`config.mk`:
```
export PLATFORM = sky130hd
export DESIGN_NAME = sa_cache
export DESIGN_NICKNAME = d
export VERILOG_FILES = /design/src/rtl/sac_pkg.sv /design/src/rtl/sac_tag_store.sv /design/src/rtl/sac_data_store.sv /design/src/rtl/sa_cache.sv
export SDC_FILE = /design/constraint.sdc
export NUM_CORES = 1
export LEC_CHECK = 0
export ABC_AREA = 1
export BUFFER_PORTS_ARGS = -buffer_cell sky130_fd_sc_hd__buf_2
export CORE_UTILIZATION = 57
export DETAILED_ROUTE_END_ITERATION = 10
export PLACE_DENSITY = 0.76
export SLEW_MARGIN = 20
export SYNTH_ARGS = -nofsm -noshare
export SYNTH_HDL_FRONTEND = slang
export SYNTH_SLANG_ARGS = --single-unit
```
`constraint.sdc`:
```
create_clock -name clk -period 3.72 [get_ports clk]
set_input_delay 0.186 -clock clk [delete_from_list [all_inputs] [get_ports clk]]
set_output_delay 0.186 -clock clk [all_outputs]
set_load 0.005 [all_outputs]
```
`src/rtl/sac_pkg.sv`:
```
package sac_pkg;

  typedef enum logic [2:0] {
    ST_IDLE,
    ST_CMP,
    ST_WBACK,
    ST_FILL,
    ST_WTHRU
  } sac_state_e;

  // Victim choice for a two-way set: an empty way wins, otherwise the LRU bit decides.
  function automatic logic pick_victim(input logic v0, input logic v1, input logic lru);
    if (!v0)      return 1'b0;
    else if (!v1) return 1'b1;
    else          return lru;
  endfunction

endpackage

```
`src/rtl/sac_tag_store.sv`:
```
module sac_tag_store
  import sac_pkg::*;
#(
  parameter int SET_W      = 2,
  parameter int TAG_W      = 3,
  parameter bit WRITE_BACK = 1'b1
) (
  input  logic                   clk,
  input  logic                   rst_n,
  input  logic [SET_W-1:0]       lk_set,
  input  logic [TAG_W-1:0]       lk_tag,
  output logic                   hit,
  output logic                   hit_way,
  output logic                   vic_way,
  output logic                   vic_valid,
  output logic                   vic_dirty,
  output logic [TAG_W-1:0]       vic_tag,
  input  logic                   touch_en,
  input  logic                   touch_way,
  input  logic                   mark_dirty,
  input  logic                   fill_en,
  input  logic                   fill_way,
  output logic [(1<<SET_W)-1:0]  lru_q,
  output logic                   dirty_any
);
  localparam int SETS = 1 << SET_W;

  logic [SETS-1:0]  valid_q [2];
  logic [SETS-1:0]  dirty_q [2];
  logic [TAG_W-1:0] tag_q   [2][SETS];
  logic [1:0]       match;

  for (genvar w = 0; w < 2; w++) begin : g_way
    assign match[w] = valid_q[w][lk_set] && (tag_q[w][lk_set] == lk_tag);

    always_ff @(posedge clk) begin
      if (!rst_n) begin
        valid_q[w] <= '0;
        for (int s = 0; s < SETS; s++) tag_q[w][s] <= '0;
      end else if (fill_en && (fill_way == 1'(w))) begin
        valid_q[w][lk_set] <= 1'b1;
        tag_q[w][lk_set]   <= lk_tag;
      end
    end

    if (WRITE_BACK) begin : g_dirty
      always_ff @(posedge clk) begin
        if (!rst_n)
          dirty_q[w] <= '0;
        else if (fill_en && (fill_way == 1'(w)))
          dirty_q[w][lk_set] <= 1'b0;
        else if (mark_dirty && (touch_way == 1'(w)))
          dirty_q[w][lk_set] <= 1'b1;
      end
    end else begin : g_clean
      assign dirty_q[w] = '0;
    end
  end

  assign hit     = |match;
  assign hit_way = match[1];

  assign vic_way   = pick_victim(valid_q[0][lk_set], valid_q[1][lk_set], lru_q[lk_set]);
  assign vic_valid = valid_q[vic_way][lk_set];
  assign vic_dirty = dirty_q[vic_way][lk_set];
  assign vic_tag   = tag_q[vic_way][lk_set];
  assign dirty_any = (|dirty_q[0]) | (|dirty_q[1]);

  always_ff @(posedge clk) begin
    if (!rst_n)
      lru_q <= '0;
    else if (fill_en)
      lru_q[lk_set] <= ~fill_way;
    else if (touch_en)
      lru_q[lk_set] <= ~touch_way;
  end

endmodule

```
`src/rtl/sac_data_store.sv`:
```
module sac_data_store #(
  parameter int SET_W  = 2,
  parameter int OFF_W  = 3,
  parameter int DATA_W = 8
) (
  input  logic              clk,
  input  logic [SET_W-1:0]  set_idx,
  input  logic              we,
  input  logic              wr_way,
  input  logic [OFF_W-1:0]  wr_off,
  input  logic [DATA_W-1:0] wdata,
  input  logic              a_way,
  input  logic [OFF_W-1:0]  a_off,
  output logic [DATA_W-1:0] a_data,
  input  logic              b_way,
  input  logic [OFF_W-1:0]  b_off,
  output logic [DATA_W-1:0] b_data
);
  localparam int SETS = 1 << SET_W;
  localparam int BLK  = 1 << OFF_W;

  logic [DATA_W-1:0] line_q [2][SETS][BLK];

  always_ff @(posedge clk) begin
    if (we) line_q[wr_way][set_idx][wr_off] <= wdata;
  end

  assign a_data = line_q[a_way][set_idx][a_off];
  assign b_data = line_q[b_way][set_idx][b_off];

endmodule

```
`src/rtl/sa_cache.sv`:
```
module sa_cache
  import sac_pkg::*;
#(
  parameter int ADDR_W     = 8,
  parameter int SET_W      = 2,
  parameter int OFF_W      = 3,
  parameter int DATA_W     = 8,
  parameter bit WRITE_BACK = 1'b1
) (
  input  logic              clk,
  input  logic              rst_n,
  input  logic              req_valid,
  input  logic              req_write,
  input  logic [ADDR_W-1:0] req_addr,
  input  logic [DATA_W-1:0] req_wdata,
  output logic              req_ready,
  output logic              resp_valid,
  output logic              resp_hit,
  output logic [DATA_W-1:0] resp_rdata,
  output logic              mem_req,
  output logic              mem_we,
  output logic [ADDR_W-1:0] mem_addr,
  output logic [DATA_W-1:0] mem_wdata,
  input  logic              mem_ack,
  input  logic [DATA_W-1:0] mem_rdata
);
  localparam int TAG_W = ADDR_W - SET_W - OFF_W;
  localparam int SETS  = 1 << SET_W;
  localparam logic [OFF_W-1:0] LAST_BEAT = OFF_W'((1 << OFF_W) - 1);

  function automatic logic [TAG_W-1:0] tag_of(input logic [ADDR_W-1:0] a);
    return a[ADDR_W-1 -: TAG_W];
  endfunction
  function automatic logic [SET_W-1:0] set_of(input logic [ADDR_W-1:0] a);
    return a[OFF_W +: SET_W];
  endfunction
  function automatic logic [OFF_W-1:0] off_of(input logic [ADDR_W-1:0] a);
    return a[OFF_W-1:0];
  endfunction
  function automatic logic [ADDR_W-1:0] line_addr(input logic [TAG_W-1:0] t,
                                                  input logic [SET_W-1:0] s,
                                                  input logic [OFF_W-1:0] o);
    return {t, s, o};
  endfunction

  sac_state_e        state;
  logic              r_we, r_first, r_hit, v_way;
  logic [ADDR_W-1:0] r_addr;
  logic [DATA_W-1:0] r_wdata;
  logic [OFF_W-1:0]  beat;
  logic [TAG_W-1:0]  v_tag;

  logic [TAG_W-1:0]  lk_tag;
  logic [SET_W-1:0]  lk_set;
  logic [OFF_W-1:0]  lk_off;
  logic              hit, hit_way, vic_way, vic_valid, vic_dirty, dirty_any;
  logic [TAG_W-1:0]  vic_tag;
  logic [SETS-1:0]   lru_q;
  logic [DATA_W-1:0] hit_data, ev_data;

  // Named events for the checker
  logic hit_evt, wb_beat, fill_beat, fill_done, need_wb;
  logic ds_we, ds_way;
  logic [OFF_W-1:0]  ds_off;
  logic [DATA_W-1:0] ds_wdata;

  assign lk_tag = tag_of(r_addr);
  assign lk_set = set_of(r_addr);
  assign lk_off = off_of(r_addr);

  assign hit_evt   = (state == ST_CMP) && hit;
  assign wb_beat   = (state == ST_WBACK) && mem_ack;
  assign fill_beat = (state == ST_FILL) && mem_ack;
  assign fill_done = fill_beat && (beat == LAST_BEAT);
  assign need_wb   = WRITE_BACK && vic_valid && vic_dirty;

  assign ds_we    = (hit_evt && r_we) || fill_beat;
  assign ds_way   = fill_beat ? v_way : hit_way;
  assign ds_off   = fill_beat ? beat : lk_off;
  assign ds_wdata = fill_beat ? mem_rdata : r_wdata;

  sac_tag_store #(
    .SET_W(SET_W), .TAG_W(TAG_W), .WRITE_BACK(WRITE_BACK)
  ) u_tags (
    .clk(clk), .rst_n(rst_n),
    .lk_set(lk_set), .lk_tag(lk_tag),
    .hit(hit), .hit_way(hit_way),
    .vic_way(vic_way), .vic_valid(vic_valid), .vic_dirty(vic_dirty), .vic_tag(vic_tag),
    .touch_en(hit_evt), .touch_way(hit_way),
    .mark_dirty(hit_evt && r_we && WRITE_BACK),
    .fill_en(fill_done), .fill_way(v_way),
    .lru_q(lru_q), .dirty_any(dirty_any)
  );

  sac_data_store #(
    .SET_W(SET_W), .OFF_W(OFF_W), .DATA_W(DATA_W)
  ) u_data (
    .clk(clk), .set_idx(lk_set),
    .we(ds_we), .wr_way(ds_way), .wr_off(ds_off), .wdata(ds_wdata),
    .a_way(hit_way), .a_off(lk_off), .a_data(hit_data),
    .b_way(v_way), .b_off(beat), .b_data(ev_data)
  );

  assign req_ready = (state == ST_IDLE);
  assign mem_req   = (state == ST_WBACK) || (state == ST_FILL) || (state == ST_WTHRU);
  assign mem_we    = (state == ST_WBACK) || (state == ST_WTHRU);
  assign mem_wdata = (state == ST_WBACK) ? ev_data : r_wdata;

  always_comb begin
    case (state)
      ST_WBACK: mem_addr = line_addr(v_tag, lk_set, beat);
      ST_FILL:  mem_addr = line_addr(lk_tag, lk_set, beat);
      default:  mem_addr = r_addr;
    endcase
  end

  always_ff @(posedge clk) begin
    if (!rst_n) begin
      state      <= ST_IDLE;
      resp_valid <= 1'b0;
      resp_hit   <= 1'b0;
      resp_rdata <= '0;
      r_we       <= 1'b0;
      r_addr     <= '0;
      r_wdata    <= '0;
      r_first    <= 1'b0;
      r_hit      <= 1'b0;
      beat       <= '0;
      v_way      <= 1'b0;
      v_tag      <= '0;
    end else begin
      resp_valid <= 1'b0;
      case (state)
        ST_IDLE: begin
          if (req_valid) begin
            r_we    <= req_write;
            r_addr  <= req_addr;
            r_wdata <= req_wdata;
            r_first <= 1'b1;
            state   <= ST_CMP;
          end
        end
        ST_CMP: begin
          if (r_we && !WRITE_BACK) begin
            r_hit <= hit && r_first;
            state <= ST_WTHRU;
          end else if (hit) begin
            resp_valid <= 1'b1;
            resp_hit   <= r_first;
            resp_rdata <= r_we ? r_wdata : hit_data;
            state      <= ST_IDLE;
          end else begin
            v_way   <= vic_way;
            v_tag   <= vic_tag;
            beat    <= '0;
            r_first <= 1'b0;
            state   <= need_wb ? ST_WBACK : ST_FILL;
          end
        end
        ST_WBACK: begin
          if (mem_ack) begin
            beat <= beat + 1'b1;
            if (beat == LAST_BEAT) state <= ST_FILL;
          end
        end
        ST_FILL: begin
          if (mem_ack) begin
            beat <= beat + 1'b1;
            if (beat == LAST_BEAT) state <= ST_CMP;
          end
        end
        ST_WTHRU: begin
          if (mem_ack) begin
            resp_valid <= 1'b1;
            resp_hit   <= r_hit;
            resp_rdata <= r_wdata;
            state      <= ST_IDLE;
          end
        end
        default: state <= ST_IDLE;
      endcase
    end
  end

endmodule

```
==> results.py <==
metrics = {
    "outcome": {
        "status": "complete, no violations",
    },
    "layout": {
        "drive_gt1_share_pct": 11.2,
        "fin_util_pct": 65.7,
        "layout.nets": 2665,
        "area_growth_pct": 13.7,
        "fin_area_sq_um": 29800,
        "n_antenna_cell": 0,
        "fillCellCount": 3432,
        "fin_cells": 3284,
    },
    "sta": {
        "maxSlewViolCount": 0,
        "max_freq_ghz": 0.275,
        "worstMarginPinSlew_ns": 1.15,
        "final.setup.tns_ns": 0,
        "hold_slack_ns": 0.114,
        "layout_min_cycle_time_ns": 3.63,
        "post-route-period-util_pct": 97.7,
        "grt_setup_unrepaired": "false",
        "hold_violations": 0,
        "relSlewSlack_pct": 23.2,
        "finalClockSkew_ns": 0.0269,
        "finalSetupViolCount": 0,
    },
    "clock_network": {
        "root_buffer": "clkbuf_16",
        "cts_htree_levels": 2,
        "path_clk_slew_ns": 0.07,
        "cts_sinks": 594,
        "cts_buffer_depth": 3,
        "post_cts_buffers": 0,
        "cts_made_buffers": 58,
        "cts_tree": "yes",
        "clk_latency_ns": 0.65,
    },
    "detailed_routing": {
        "ant_nets": 0,
        "dr_total_vias": 20500,
        "via_per_inst": 6.23,
        "wl_um": 77500,
        "routedWlPerCell_um": 23.6,
        "drt_pass1_iterations": 8,
        "first_iter_violations": 2827,
        "drc": 0,
    },
    "floorplan": {
        "die_area_sq_um": 46800,
        "ios": 58,
        "initial_utilization_pct": 57.7,
        "die_w_um": 216,
        "core-area_sq_um": 45400,
        "fp-row-count": 78,
        "die_h_um": 216,
    },
    "synth": {
        "synth_cell_type_count": 37,
        "synth.most_common_cell": "nand2_1",
        "yosys.area_share.simple_pct": 21.9,
        "synth_xor_area_share_pct": 0.0668,
        "synthesis.area_sq_um": 26200,
        "async_reset_ff_share_pct": 0,
        "synth_top_area_share_pct": 62.8,
        "synth_commonest_cells": "nand2_1, edfxtp_1, nand3_1",
        "synth_top_family_by_area": "simple AND/OR/NAND/NOR gates",
        "synth_top_area_cell": "edfxtp_1",
        "syn_avg_cell_area_sq_um": 10.3,
        "synth_edf_count": 548,
        "ys_ff_latch": 594,
        "muxShareOfSynthArea_pct": 0,
        "synth_compound_area_share_pct": 7.43,
        "seq_area_frac_synth_pct": 66.3,
        "synthFlopType": "edfxtp_1",
        "postSynthCellCount": 2546,
        "synth.area.top_cells": "edfxtp_1, nand2_1, nand3_1",
        "yosysWarnings": 0,
        "synthAdderAreaFrac_pct": 0.0955,
        "synth_nets": 2577,
    },
    "setup_path": {
        "start_kind": "flop",
        "r2r_slack_ns": 0.39,
        "critical_path.max_fanout": 58,
        "rr_startpoint": "r_addr[4]",
        "critPathArrivalTime_ns": 3.45,
        "required_ns": 3.53,
        "path_class": "reg -> out",
        "crit_start": "r_addr[4]",
        "critPathCaptureType": "output pin",
    },
    "placed_design": {
        "placed_cells": 3152,
        "dp_hpwl_um": 46500,
        "routabilityCongestion": 0.999,
        "place_area_sq_um": 27600,
        "portBuffers": 57,
    },
    "pwr": {
        "ir_drop_mv": 0.561,
        "p_leak_nw": 10.8,
        "p_per_area_nw_per_um2": 653,
    },
    "global_route": {
        "grt_usage_pct": 32.6,
        "antenna_found_initial": 0,
        "grt_pass1_wl_um": 115000,
        "grt_remaining_overflow": 0,
        "grt_max_degree": 143,
        "first_global_vias": 19100,
    },
    "worst_hold_path": {
        "worstHoldStart": "mem_rdata[6]",
        "min_path_type": "in -> reg",
    },
    "flow_run": {
        "cap_violations": 0,
    },
}
==> worst max-delay path, cell delays in order, from the launching register on <==
cell and delay, ns:
dfxtp_1 0.57, inv_4 0.11, nor2_4 0.33, clkbuf_16 0.33, nand2_1 0.09, nand4_1 0.19
o21ai_0 0.12, o22ai_1 0.21, nand2_1 0.20, nand3_1 0.16, nand3_1 0.13, o21ai_0 0.10
buf_2 0.14
==> cell families after synthesis <==
logic type	count (synthesis)
adder cells (fa/ha/maj)	2
AO/OA/AOI/OAI	327
flip-flops	594
buffers and inverters	264
AND/OR/NAND/NOR	1357
XOR/XNOR	2
==> report_power, final <==
| group | switching [mW] | internal [mW] | leakage [nW] |
|---|---|---|---|
| Combinational | 4.02 | 1.37 | 4.40 |
| Sequential | 0.161 | 7.86 | 5.44 |
| Clock | 2.57 | 3.48 | 0.956 |
| Total | 6.75 | 12.7 | 10.8 |
==> per-stage QoR <==
stage          total power [mW]  worst slack [ns]
6_report                   19.5            0.0858
5_1_grt                    20.1            0.0125
4_1_cts                    19.2            0.0246
3_5_place_dp               13.2             0.552
3_3_place_gp               13.1             0.655
2_1_floorplan              11.3            -0.173
==> layer usage <==
layer  part of all wire, %  up-vias  global-route usage (%)
met3                    11      225                    6.60
met2                    46     1328                    51.7
met5                     0        -                       0
met4                   4.3        0                    13.3
met1                    38     9820                    44.1
li1                      -     9099                       -
==> worst paths after layout <==
path,end,cells after the start
max,mem_wdata[1],12
max reg2reg,u_data.line_q[1][242],14
min,u_data.line_q[0][134],3
min reg2reg,r_first,2
==> flip-flops by register name, indices dropped and copies added, names as in the netlist, 2 cells and up, named ones only <==
register        cells
u_tags.tag_q       24
r_addr              8
state               2
u_data.line_q     512
u_tags.dirty_q      8
beat                3
u_tags.valid_q      8
r_wdata             8
v_tag               3
resp_rdata          8
u_tags.lru_q        4
==> layout by cell type (no fill, tap or decap), types with 4 or more instances in the layout <==
master,count
a21oi_1,72
a22oi_1,4
buf_12,5
buf_2,57
buf_4,102
bufinv_16,7
clkbuf_1,12
clkbuf_16,62
clkinv_1,12
clkinv_2,14
clkinvlp_4,4
dfxtp_1,44
dlygate4sd3_1,19
edfxtp_1,548
inv_1,89
inv_2,6
nand2_1,815
nand2_2,9
nand3_1,228
nand4_1,95
nor2_1,197
nor2_4,4
nor2_8,4
o2111ai_1,60
o211ai_1,11
o21ai_0,148
o21ai_1,5
o21ai_4,5
o21bai_1,6
o22ai_1,10
==> cell type report <==
class                           count  area (sq um)  area share [%]
Inverter                          103           395            1.33
Sequential cell                   594         17400            58.3
Timing Repair Buffer              189          1490            5.00
Multi-Input combinational cell   1688          7820            26.2
Tap cell                          600           751            2.52
Clock buffer                       73          1560            5.24
Clock inverter                     37           408            1.37
==> timing repair <==
action | CTS | global route
hold endpoints to repair | 22 | 0
gates resized for setup | 1 | 5
hold buffers | 19 | 0
gates cloned | 0 | 2
setup endpoints to repair | 1 | 8
(Power assumes the default switching activity.)
